## src/rtl/pwm_pkg.sv

```systemverilog
package pwm_pkg;
  localparam int CMODE_W   = 2;
  localparam int CH_BASE   = 2;
  localparam int CTRL_ADDR = 0;
  localparam int MOD_ADDR  = 1;
  localparam logic [1:0] POL_INVERT = 2'b01;

  typedef struct packed {
    logic [1:0] msel;
    logic [1:0] pol;
  } chan_ctrl_t;
endpackage

```

## src/rtl/pwm_prescaler.sv

```systemverilog
module pwm_prescaler #(
  parameter int PSW = 3
) (
  input  logic           clk,
  input  logic           rst_n,
  input  logic           run,
  input  logic [PSW-1:0] ps,
  output logic           tick
);
  localparam int DIVW = (1 << PSW) - 1;

  logic [DIVW-1:0] div_q, div_d, lim;

  always_comb begin
    lim  = ~({DIVW{1'b1}} << ps);
    tick = run && (div_q >= lim);
    if (!run || div_q >= lim) div_d = '0;
    else                      div_d = div_q + DIVW'(1);
  end

  always_ff @(posedge clk or negedge rst_n) begin
    if (!rst_n) div_q <= '0;
    else        div_q <= div_d;
  end
endmodule

```

## src/rtl/pwm_shadow_reg.sv

```systemverilog
module pwm_shadow_reg #(
  parameter int           W       = 16,
  parameter logic [W-1:0] RST_VAL = '0
) (
  input  logic         clk,
  input  logic         rst_n,
  input  logic         run,
  input  logic         boundary,
  input  logic         we,
  input  logic [W-1:0] wdata,
  output logic [W-1:0] act
);
  logic [W-1:0] act_q, act_d, hold_q, hold_d;
  logic         pend_q, pend_d;
  logic         act_en, hold_en;

  always_comb begin
    act_d   = act_q;
    hold_d  = hold_q;
    pend_d  = pend_q;
    if (!run) begin
      if (we) begin
        act_d  = wdata;
        pend_d = 1'b0;
      end else if (pend_q) begin
        act_d  = hold_q;
        pend_d = 1'b0;
      end
    end else begin
      if (boundary && pend_q) begin
        act_d  = hold_q;
        pend_d = 1'b0;
      end
      if (we) begin
        hold_d = wdata;
        pend_d = 1'b1;
      end
    end
    act_en  = (act_d != act_q);
    hold_en = run && we;
  end

  always_ff @(posedge clk or negedge rst_n) begin
    if (!rst_n) begin
      act_q  <= RST_VAL;
      hold_q <= RST_VAL;
      pend_q <= 1'b0;
    end else begin
      if (act_en)  act_q  <= act_d;
      if (hold_en) hold_q <= hold_d;
      pend_q <= pend_d;
    end
  end

  assign act = act_q;
endmodule

```

## src/rtl/pwm_counter.sv

```systemverilog
module pwm_counter #(
  parameter int CW = 16
) (
  input  logic          clk,
  input  logic          rst_n,
  input  logic          run,
  input  logic          tick,
  input  logic          mod_we,
  input  logic [CW-1:0] wdata,
  output logic [CW-1:0] cnt,
  output logic [CW-1:0] mod_act,
  output logic          wrap
);
  logic [CW-1:0] cnt_q, cnt_d;

  pwm_shadow_reg #(.W(CW), .RST_VAL({CW{1'b1}})) u_mod (
    .clk(clk), .rst_n(rst_n), .run(run), .boundary(wrap),
    .we(mod_we), .wdata(wdata), .act(mod_act)
  );

  always_comb begin
    wrap  = run && tick && (cnt_q >= mod_act);
    cnt_d = cnt_q;
    if (!run)      cnt_d = '0;
    else if (wrap) cnt_d = '0;
    else if (tick) cnt_d = cnt_q + CW'(1);
  end

  always_ff @(posedge clk or negedge rst_n) begin
    if (!rst_n) cnt_q <= '0;
    else        cnt_q <= cnt_d;
  end

  assign cnt = cnt_q;
endmodule

```

## src/rtl/pwm_channel.sv

```systemverilog
module pwm_channel
  import pwm_pkg::*;
#(
  parameter int CW = 16
) (
  input  logic          clk,
  input  logic          rst_n,
  input  logic          run,
  input  logic          wrap,
  input  logic [CW-1:0] cnt,
  input  logic          ctrl_we,
  input  logic          cv_we,
  input  logic [CW-1:0] wdata,
  output chan_ctrl_t    ctrl,
  output logic [CW-1:0] cv_act,
  output logic          pwm
);
  chan_ctrl_t ctrl_q;
  logic       enabled, inv, raw;

  pwm_shadow_reg #(.W(CW), .RST_VAL('0)) u_cv (
    .clk(clk), .rst_n(rst_n), .run(run), .boundary(wrap),
    .we(cv_we), .wdata(wdata), .act(cv_act)
  );

  always_ff @(posedge clk or negedge rst_n) begin
    if (!rst_n)       ctrl_q <= '0;
    else if (ctrl_we) ctrl_q <= chan_ctrl_t'(wdata[3:0]);
  end

  always_comb begin
    enabled = (ctrl_q != '0);
    inv     = (ctrl_q.pol == POL_INVERT);
    raw     = (cnt < cv_act);
    pwm     = enabled && (raw ^ inv);
  end

  assign ctrl = ctrl_q;
endmodule

```

## src/rtl/pwm_timer.sv

```systemverilog
module pwm_timer
  import pwm_pkg::*;
#(
  parameter  int NCH = 4,
  parameter  int CW  = 16,
  parameter  int PSW = 3,
  localparam int AW  = $clog2(2 * NCH + 2)
) (
  input  logic           clk,
  input  logic           rst_n,
  input  logic [AW-1:0]  reg_addr,
  input  logic           reg_we,
  input  logic [CW-1:0]  reg_wdata,
  output logic [CW-1:0]  reg_rdata,
  output logic [NCH-1:0] pwm_out
);
  localparam int CTRL_W = CMODE_W + PSW;

  logic [1:0]          rst_sync;
  logic                rst_sn;
  logic [CMODE_W-1:0]  cmode_q;
  logic [PSW-1:0]      ps_q;
  logic                ctrl_we, mod_we, run, tick, wrap;
  logic [CW-1:0]       cnt, mod_act;
  logic [NCH-1:0]      ch_ctrl_we, ch_cv_we;
  chan_ctrl_t          ctrl_arr [NCH];
  logic [CW-1:0]       cv_arr   [NCH];
  logic [4*NCH-1:0]    ch_ctrl_flat;

  always_ff @(posedge clk or negedge rst_n) begin
    if (!rst_n) rst_sync <= 2'b00;
    else        rst_sync <= {rst_sync[0], 1'b1};
  end
  assign rst_sn = rst_sync[1];

  assign ctrl_we = reg_we && (reg_addr == AW'(CTRL_ADDR));
  assign mod_we  = reg_we && (reg_addr == AW'(MOD_ADDR));

  always_ff @(posedge clk or negedge rst_sn) begin
    if (!rst_sn) begin
      cmode_q <= '0;
      ps_q    <= '0;
    end else if (ctrl_we) begin
      cmode_q <= reg_wdata[CMODE_W-1:0];
      ps_q    <= reg_wdata[CTRL_W-1:CMODE_W];
    end
  end

  assign run = (cmode_q != '0);

  pwm_prescaler #(.PSW(PSW)) u_pre (
    .clk(clk), .rst_n(rst_sn), .run(run), .ps(ps_q), .tick(tick)
  );

  pwm_counter #(.CW(CW)) u_cnt (
    .clk(clk), .rst_n(rst_sn), .run(run), .tick(tick),
    .mod_we(mod_we), .wdata(reg_wdata),
    .cnt(cnt), .mod_act(mod_act), .wrap(wrap)
  );

  for (genvar k = 0; k < NCH; k++) begin : g_ch
    assign ch_ctrl_we[k] = reg_we && (reg_addr == AW'(CH_BASE + 2 * k));
    assign ch_cv_we[k]   = reg_we && (reg_addr == AW'(CH_BASE + 2 * k + 1));

    pwm_channel #(.CW(CW)) u_ch (
      .clk(clk), .rst_n(rst_sn), .run(run), .wrap(wrap), .cnt(cnt),
      .ctrl_we(ch_ctrl_we[k]), .cv_we(ch_cv_we[k]), .wdata(reg_wdata),
      .ctrl(ctrl_arr[k]), .cv_act(cv_arr[k]), .pwm(pwm_out[k])
    );

    assign ch_ctrl_flat[4*k +: 4] = ctrl_arr[k];
  end

  always_comb begin
    reg_rdata = '0;
    if (reg_addr == AW'(CTRL_ADDR)) reg_rdata = CW'({ps_q, cmode_q});
    if (reg_addr == AW'(MOD_ADDR))  reg_rdata = mod_act;
    for (int k = 0; k < NCH; k++) begin
      if (reg_addr == AW'(CH_BASE + 2 * k))     reg_rdata = CW'(ctrl_arr[k]);
      if (reg_addr == AW'(CH_BASE + 2 * k + 1)) reg_rdata = cv_arr[k];
    end
  end
endmodule

```

## config.mk

```make
export PLATFORM = sky130hd
export DESIGN_NAME = pwm_timer
export DESIGN_NICKNAME = d
export VERILOG_FILES = /design/src/rtl/pwm_pkg.sv /design/src/rtl/pwm_prescaler.sv /design/src/rtl/pwm_shadow_reg.sv /design/src/rtl/pwm_counter.sv /design/src/rtl/pwm_channel.sv /design/src/rtl/pwm_timer.sv
export SDC_FILE = /design/constraint.sdc
export NUM_CORES = 1
export LEC_CHECK = 0
export ABC_AREA = 1
export ABC_CLOCK_PERIOD_IN_PS = 6120
export CORE_MARGIN = 2
export CORE_UTILIZATION = 30
export DETAILED_ROUTE_END_ITERATION = 16
export DONT_BUFFER_PORTS = 1
export GPL_ROUTABILITY_DRIVEN = 0
export PLACE_DENSITY = 0.45
export SYNTH_ARGS = -nofsm -noshare
export SYNTH_HDL_FRONTEND = slang
export SYNTH_SLANG_ARGS = --single-unit
```

## constraint.sdc

```tcl
create_clock -name clk -period 6.12 [get_ports clk]
set_clock_uncertainty 0.2 [all_clocks]
set_input_delay 1.53 -clock clk [delete_from_list [all_inputs] [get_ports clk]]
set_output_delay 1.53 -clock clk [all_outputs]
set_load 0.005 [all_outputs]
```

== Word level (Yosys, flattened, before mapping) ==
Cells that the tools add are included.
Storage, ports and cells
  bits in registers: 211
  bits in latches: 0
  memory bits (writable): 0
  bits in read-only memories: 0
  input port bits: 23
  output and inout bits: 20
  word-level logic and storage cells: 155
  memories kept: 0
Cells by class
  add/sub/neg operators: 2
  multiply operators: 0
  divide/modulo/power cells: 0
  order comparisons: 6
  equal/unequal tests: 24
  shifts and indexed selects: 1
  mux-type cells: 49
  bitwise gates (word level): 5
  reduce and logical (&&, ||, !) cells: 40
Operators by type and width (number)
  $mux W16: 32
  $ne A16 B16 Y1: 5
  $lt A16 B16 Y1: 4
  $logic_and A1 B1 Y1: 27
  $add A16 B1 Y16 const B: 1
  $eq A4 B3 Y1 const B: 4
  $ge A16 B16 Y1: 1
  $reduce_bool A4 Y1: 4
  $mux W1: 15
  $reduce_and A3 Y1: 5
  $ne A3 B1 Y1 const B: 4
  $eq A2 B1 Y1 const B: 4
  $eq A4 B2 Y1 const B: 2
  $eq A4 B4 Y1 const B: 2
  $add A7 B1 Y7 const B: 1
  $ge A7 B7 Y1: 1
  $mux W7: 1
  $not A7 Y7: 1
  $shl A7 B3 Y7 const A: 1
  $mux W5: 1
  $eq A4 B1 Y1 const B: 1
  $logic_not A4 Y1: 1
  $xor A1 B1 Y1: 4
  $ne A3 B2 Y1 const B: 1
  4 further kinds: 4

== Longest topological paths before layout ==
Gate-level depths: netlist of the first run.
  depth in word-level cells: 11
  depth in mapped cells: 16

== By module ==
From an unflattened synthesis of the first run, not the netlist that was laid out.
Unflattened totals
  cell total of the unflattened synthesis: 2242
  area total of the unflattened synthesis: 15213.3 µm²
By module, submodules not included
  pwm_shadow_reg at g_ch[0].u_ch.u_cv ...: instances 4, cells each 281, area an instance 1934.4 µm², seq. area each 825.8 µm²
  pwm_channel: instances 4, cells each 84, area an instance 585.6 µm², seq. area each 100.1 µm²
  pwm_shadow_reg at u_cnt.u_mod: instances 1, cells each 281, area an instance 1974.4 µm², seq. area each 865.8 µm²
  pwm_counter: instances 1, cells each 231, area an instance 1519.0 µm², seq. area each 400.4 µm²
  pwm_timer: instances 1, cells each 198, area an instance 1096.1 µm², seq. area each 175.2 µm²
  pwm_prescaler: instances 1, cells each 72, area an instance 544.3 µm², seq. area each 175.2 µm²

== Worst setup path after synthesis of the first run ==
No wires, ideal clock.
  path type: in2out
  start: input reg_addr[0]
  end: output reg_rdata[4]
  arrival time: 2.371 ns
  data required time: 4.390 ns
  path slack: 2.019 ns
  stages: 7
  cells stage by stage: inv_1 nor2_4 nand2_1 buf_2 o22ai_1 a211oi_1 o221ai_1
Between the ends
  longest elaborated chain between the ends: 11
  elaborated cells on any way between the ends: 20
RTL lines
  from (decl): RTL line pwm_timer.sv:11  | input logic [AW-1:0] reg_addr,
  $logic_not A4 Y1: RTL line pwm_timer.sv:76  | if (reg_addr == AW'(CTRL_ADDR)) reg_rdata = CW'({ps_q, cmode_q});
  $mux W5: RTL line pwm_timer.sv:76
  $mux W16: RTL line pwm_timer.sv:77  | if (reg_addr == AW'(MOD_ADDR)) reg_rdata = mod_act;
  $mux W16: RTL line pwm_timer.sv:79  | if (reg_addr == AW'(CH_BASE + 2 * k)) reg_rdata = CW'(ctrl_arr[k]);
  $mux W16: RTL line pwm_timer.sv:80  | if (reg_addr == AW'(CH_BASE + 2 * k + 1)) reg_rdata = cv_arr[k];
  $mux W16: RTL line pwm_timer.sv:79
  $mux W16: RTL line pwm_timer.sv:80
  $mux W16: RTL line pwm_timer.sv:79
  $mux W16: RTL line pwm_timer.sv:80
  $mux W16: RTL line pwm_timer.sv:79
  $mux W16 *: RTL line pwm_timer.sv:80
  to (decl): RTL line pwm_timer.sv:14  | output logic [CW-1:0] reg_rdata,
Every way passes the cells marked *; elsewhere a longest branch is shown, timed or not.

== Worst setup path in the final report of the first run ==
  start: input reg_addr[1]
  end: output reg_rdata[4]
Same word-level chain as after synthesis.

==> impl_metrics.toml, run 1 <==
[status]
status = "finished, final reports clean"

[cts]
cts_tree = "yes"
clockBufferDepth = 3
cts_hold_buf = 0
ctsResizeCount = 0
path_clk_slew_ps = 60
clock_latency_ps = 560
cts-htree-levels = 1
cts_sinks = 211
clockRootBuffer = "clkbuf_16"
post_cts_buffers = 0
cts_buffers = 27

[route]
wirelength_um = 51600
vias = 12900
ant_nets = 0
drt_first_pass_iters = 5
drc = 0
via_per_inst = 5.07
drtIter0Drc = 986
wl_per_cell_um = 20.3

[worst_hold_path]
worstHoldPathType = "reg2async"

[pwr]
ir_drop_v = 0.000213
power_density_mw_per_mm2 = 375
power.leakage_nw = 7.63

[finish]
syn_to_final_growth_pct = 7.04
drive_gt1_share_pct = 11.8
design_area_sq_mm = 0.0159
layout.nets = 1963
n_antenna_cell = 0

[grt]
grt_max_degree = 106
antenna_found_initial = 0
grt_overflow = 0
grt_pass1_wl_um = 78200
track_usage_pct = 20.3
grt_pass1_vias = 12100

[sta]
slew_viol_final = 0
fin_ws_ps = 1180
rsz0062_at_grt = "no"
fmax_mhz = 203
hold_viol = 0
min_period_over_period_pct = 80.7
fin_tns_setup_ps = 0
finalSetupViolations = 0
relSlewSlack_pct = 25.3
period_minus_slack_ps = 4940
max_slew.worst_pin.slew_ps = 1120

[yosys]
synth_top_area_share_pct = 30.1
synth-warning-count = 0
synth_edf_count = 0
seq_area_frac_synth_pct = 35.7
synth_top_area_cell = "dfrtp_1"
synth_seq_cells = 211
synth.cell_area_sq_mm = 0.0149
yosys_most_used_dff = "dfrtp_1"
syn_nets = 2024
syn_inst = 1916
synth_area_leaders = "dfrtp_1 (30%), nand2_1 (14%), ha_1 (7.1%), nand4_2 (6.7%), inv_1 (6.0%)"
synth_cell_types = 47
async_reset_ff_share_pct = 100
syn_avg_cell_area_sq_um = 7.77

[die]
ios = 43
fp.dieH_um = 227
fp-row-count = 81
die_w_um = 227
design.core.area_sq_mm = 0.0490
dieArea_sq_mm = 0.0514
initial_utilization_pct = 30.4

[setup_path]
cp.required_ps = 4390
worstPathArrival_ps = 3210
path_class = "in2out"
end_kind = "output pin"
worstSetupStartpointType = "primary input"
cp_max_fo = 13

[placed_design]
dpl-instance-area_sq_mm = 0.0150
pre_cts_ws_ps = 1090
place_hpwl_um = 34900
numPortBuffers = 0

[flow_run]
drv_cap = 0
## flip-flops by register name (all words and copies together), names as in the netlist
name / cells
u_cnt.cnt: 16
rst_sync: 2
u_pre.div_q: 7
g_ch.u_ch.u_cv.pend_q: 4
u_cnt.u_mod.pend_q: 1
g_ch.u_ch.u_cv.act: 64
u_cnt.u_mod.act: 16
g_ch.u_ch.ctrl: 16
g_ch.u_ch.u_cv.hold_q: 64
cmode_q: 2
u_cnt.u_mod.hold_q: 16
ps_q: 3
## logic make-up after synthesis
logic type,share of synthesized area [%]
and+or+nand+nor,28.5
AOI/OAI and AO/OA,15.5
buffers and inverters,12.4
DFF,35.7
adders and majority gates,7.15
xor gates and xnor gates,0.765
other,0.0252
## cells in the mapped netlist, types with 34 or more instances
master / instances
inv_1: 238
o211ai_1: 65
o21ai_0: 161
a21oi_1: 60
o21ai_1: 83
nor2_1: 56
nand4_2: 80
nand3_1: 113
dfrtp_1: 179
nand2_1: 549
buf_2: 34
ha_1: 85
## per-stage QoR
stage	hold WS, ps	cells	power (mW)	util (%)
6_report	127	2540	5.97	32.5
5_1_grt	159	2540	6.44	32.5
4_1_cts	156	2540	6.03	32.5
3_5_place_dp	141	2490	4.26	30.6
3_3_place_gp	138	2490	4.22	30.6
2_1_floorplan	131	1916	3.77	-
## worst paths after layout
| path | startpoint | endpoint | slack, ps | depth (start not counted) |
|---|---|---|---|---|
| worst max register to register | ps_q[1]$_DFFE_PN0P_ | g_ch[0].u_ch.u_cv.act[10]$_DFFE_PN0P_ | 2810 | 13 |
| worst min register to register | rst_sync[1]$_DFF_PN0_ | g_ch[0].u_ch.u_cv.act[8]$_DFFE_PN0P_ | 130 | 0 |
| min in group clk | rst_sync[0]$_DFF_PN0_ | rst_sync[1]$_DFF_PN0_ | 150 | 0 |
| max in group asynchronous | rst_sync[1]$_DFF_PN0_ | g_ch[3].u_ch.u_cv.hold_q[3]$_DFFE_PN0P_ | 4240 | 1 |
| worst min-delay path | rst_sync[1]$_DFF_PN0_ | g_ch[0].u_ch.u_cv.act[8]$_DFFE_PN0P_ | 130 | 0 |
| worst max-delay path | reg_addr[1] | reg_rdata[4] | 1180 | 6 |
## report_power, final
group	internal [mW]	switching (mW)	total [mW]
registers	1.82	0.287	2.11
logic	0.637	1.50	2.13
clock network	1.06	0.668	1.73
## critical path, stage by stage
cell and delay (ps):
nand2_1 110, inv_1 50, nand2_1 460, inv_1 240, a211oi_1 460, o221ai_1 350
## per-layer routing
metal	up-vias	part of all wire [%]	GRT usage, %
met5	-	0	0
li1	6239	-	-
met3	109	5.6	3.17
met2	367	44	31.6
met4	0	4.2	8.11
met1	6168	46	28.2
## cell type report
class	count	area, sq um
clock buffer	40	795
multi-input combinational	1348	7730
inverter	250	947
tap	664	831
timing repair buffer	17	140
sequential	211	5330
clock inverter	10	156
fill	5166	33000
## cells in the final DEF, fill, tap and decap left out, drive strengths merged
master and instances:
nand2 554, inv 250, o21ai 245, dfrtp 179, nand3 121, nand4 89, ha 85, o211ai 65
nor2 65, a21oi 63, clkbuf 40, dfstp 32, o22ai 19, buf 17, xor2 12, nor3 11
clkinv 5, o31ai 4, bufinv 4, o221ai 3, a221oi 2, o21a 2, o31a 2, a22o 2
nand3b 1, a211oi 1, xnor2 1, clkinvlp 1, conb 1
Note: power is estimated with default switching activity, not from simulation.
==> run 2: changes to the inputs <==
--- a/config.mk
+++ b/config.mk
@@ -6,7 +6,7 @@
 export NUM_CORES = 1
 export LEC_CHECK = 0
 export ABC_AREA = 1
-export ABC_CLOCK_PERIOD_IN_PS = 6120
+export ABC_CLOCK_PERIOD_IN_PS = 4500
 export CORE_MARGIN = 2
 export CORE_UTILIZATION = 30
 export DETAILED_ROUTE_END_ITERATION = 16
==> constraint.sdc (replaced) <==
create_clock -name clk -period 4.5 [get_ports clk]
set_clock_uncertainty 0.2 [all_clocks]
set_input_delay 1.125 -clock clk [delete_from_list [all_inputs] [get_ports clk]]
set_output_delay 1.125 -clock clk [all_outputs]
set_load 0.005 [all_outputs]
==> run 2 against run 1 <==
  * The flow now finishes with violations (hold timing)
  * Combinational power increased by 38%
  * Clock power up 20%
  * Wire length up 0.79%
  * Critical path depth did not move
==> impl_metrics.toml, run 2 (synthesis gave the netlist of run 1 again) <==
[setup_path]
cp_max_fo = 10
path_class = "reg2out"
cp.required_ps = 3170
worstPathArrival_ps = 2560
r2r_cells = 13
cp-endpoint = "pwm_out[2]"
worst_r2r_endpoint = "g_ch[1].u_ch.u_cv.act[12]$_DFFE_PN0P_"
r2r_slack_ps = 1340
worstReg2RegStart = "ps_q[1]$_DFFE_PN0P_"
end_kind = "output pin"
crit_path_start = "u_cnt.cnt[11]$_DFFE_PN0P_"
worstSetupStartpointType = "register"

[die]
die_w_um = 227
initial_utilization_pct = 30.4
ios = 43
dieArea_sq_mm = 0.0514
fp-row-count = 81
design.core.area_sq_mm = 0.0490
fp.dieH_um = 227

[sta]
finalSetupViolations = 0
relSlewSlack_pct = 22.9
max_slew.worst_pin.slew_ps = 1150
rsz0062_at_grt = "no"
fin_tns_setup_ps = 0
slew_viol_final = 0
hold_viol = 12
period_minus_slack_ps = 3890
min_period_over_period_pct = 86.4
fmax_mhz = 257
timing.hold.ws_ps = -10.4

[cts]
cts-htree-levels = 1
cts_buffers = 27
cts_hold_buf = 0
cts_tree = "yes"
cts_sinks = 211
post_cts_buffers = 0
path_clk_slew_ps = 60
clockRootBuffer = "clkbuf_16"
clock_latency_ps = 560
ctsResizeCount = 0
clockBufferDepth = 3

[grt]
track_usage_pct = 20.4
antenna_found_initial = 0
grt_overflow = 0
grt_pass1_vias = 12100
grt_max_degree = 104
grt_pass1_wl_um = 79000

[pwr]
ir_drop_v = 0.000269
power.leakage_nw = 7.62
power_density_mw_per_mm2 = 496

[route]
drtIter0Drc = 1020
ant_nets = 0
drt_first_pass_iters = 5
via_per_inst = 5.07
wirelength_um = 52000
vias = 12900
drc = 0
wl_per_cell_um = 20.4

[worst_hold_path]
worstHoldPathType = "reg2async"

[status]
violations = "hold timing"
status = "finished with violations"

[finish]
final_common_cell = "nand2_1"
final_util_pct = 32.5
drive_gt1_share_pct = 11.7
n_antenna_cell = 0
syn_to_final_growth_pct = 6.74
final_cell_mix = "nand2_1 (549), inv_1 (238), dfrtp_1 (173), o21ai_0 (161), nand3_1 (113)"
layout.nets = 1971

[placed_design]
numPortBuffers = 0
place_hpwl_um = 35600

[flow_run]
drv_cap = 0
run 2: worst max-delay path: stages (launching register included):
cell and delay [ps]:
dfrtp_1 650, ha_1 330, a21oi_1 130, o31ai_1 110
a21oi_1 500, nand3_1 150, nand2_1 140
run 2: worst min path at each step:
stage | start | to | slack, ps | depth (start not counted)
detailed placement | rst_sync[1]$_DFF_PN0_ | g_ch[0].u_ch.u_cv.hold_q[8]$_DFFE_PN0P_ | 3 | 0
finish | rst_sync[1]$_DFF_PN0_ | g_ch[0].u_ch.u_cv.hold_q[8]$_DFFE_PN0P_ | -10 | 0
floorplan | rst_sync[0]$_DFF_PN0_ | rst_sync[1]$_DFF_PN0_ | 130 | 0
global route | rst_sync[1]$_DFF_PN0_ | g_ch[0].u_ch.u_cv.hold_q[8]$_DFFE_PN0P_ | 10 | 0
CTS | rst_sync[1]$_DFF_PN0_ | g_ch[0].u_ch.u_cv.hold_q[8]$_DFFE_PN0P_ | 4 | 0
global placement | rst_sync[1]$_DFF_PN0_ | g_ch[0].u_ch.u_cv.hold_q[8]$_DFFE_PN0P_ | -0.6 | 0
run 2: area by class of cell:
class | instances | area, sq um
flip-flops and latches | 211 | 5330
inverters | 250 | 947
well taps | 664 | 831
repair buffers | 25 | 238
clock buffers | 46 | 797
fillers | 5168 | 33100
clock inverters | 3 | 15.0
multi-input cells | 1348 | 7730
run 2: power by group:
group	internal, mW	total (mW)	switching [mW]
clock	1.19	2.07	0.880
sequential	2.48	2.87	0.391
combinational	0.887	2.94	2.05
run 2: metal layers:
layer | track usage [%] | routed length, um | vias to the layer above
li1 | - | - | 6290
met1 | 29.1 | 24500 | 6252
met2 | 32.4 | 23700 | 305
met3 | 2.89 | 2540 | 69
met4 | 5.01 | 1310 | 0
met5 | 0 | 0 | -
run 2: through the flow:
| step | power [mW] | cell area (sq um) | setup slack [ps] | instances |
|---|---|---|---|---|
| 3_5_place_dp | 5.82 | 15100 | 725 | 2498 |
| 5_1_grt | 8.49 | 15900 | 497 | 2547 |
| 6_report | 7.87 | 15900 | 614 | 2547 |
| 2_1_floorplan | 5.13 | 14900 | 857 | 1916 |
| 4_1_cts | 7.92 | 15900 | 672 | 2547 |
| 3_3_place_gp | 5.76 | 15100 | 693 | 2498 |
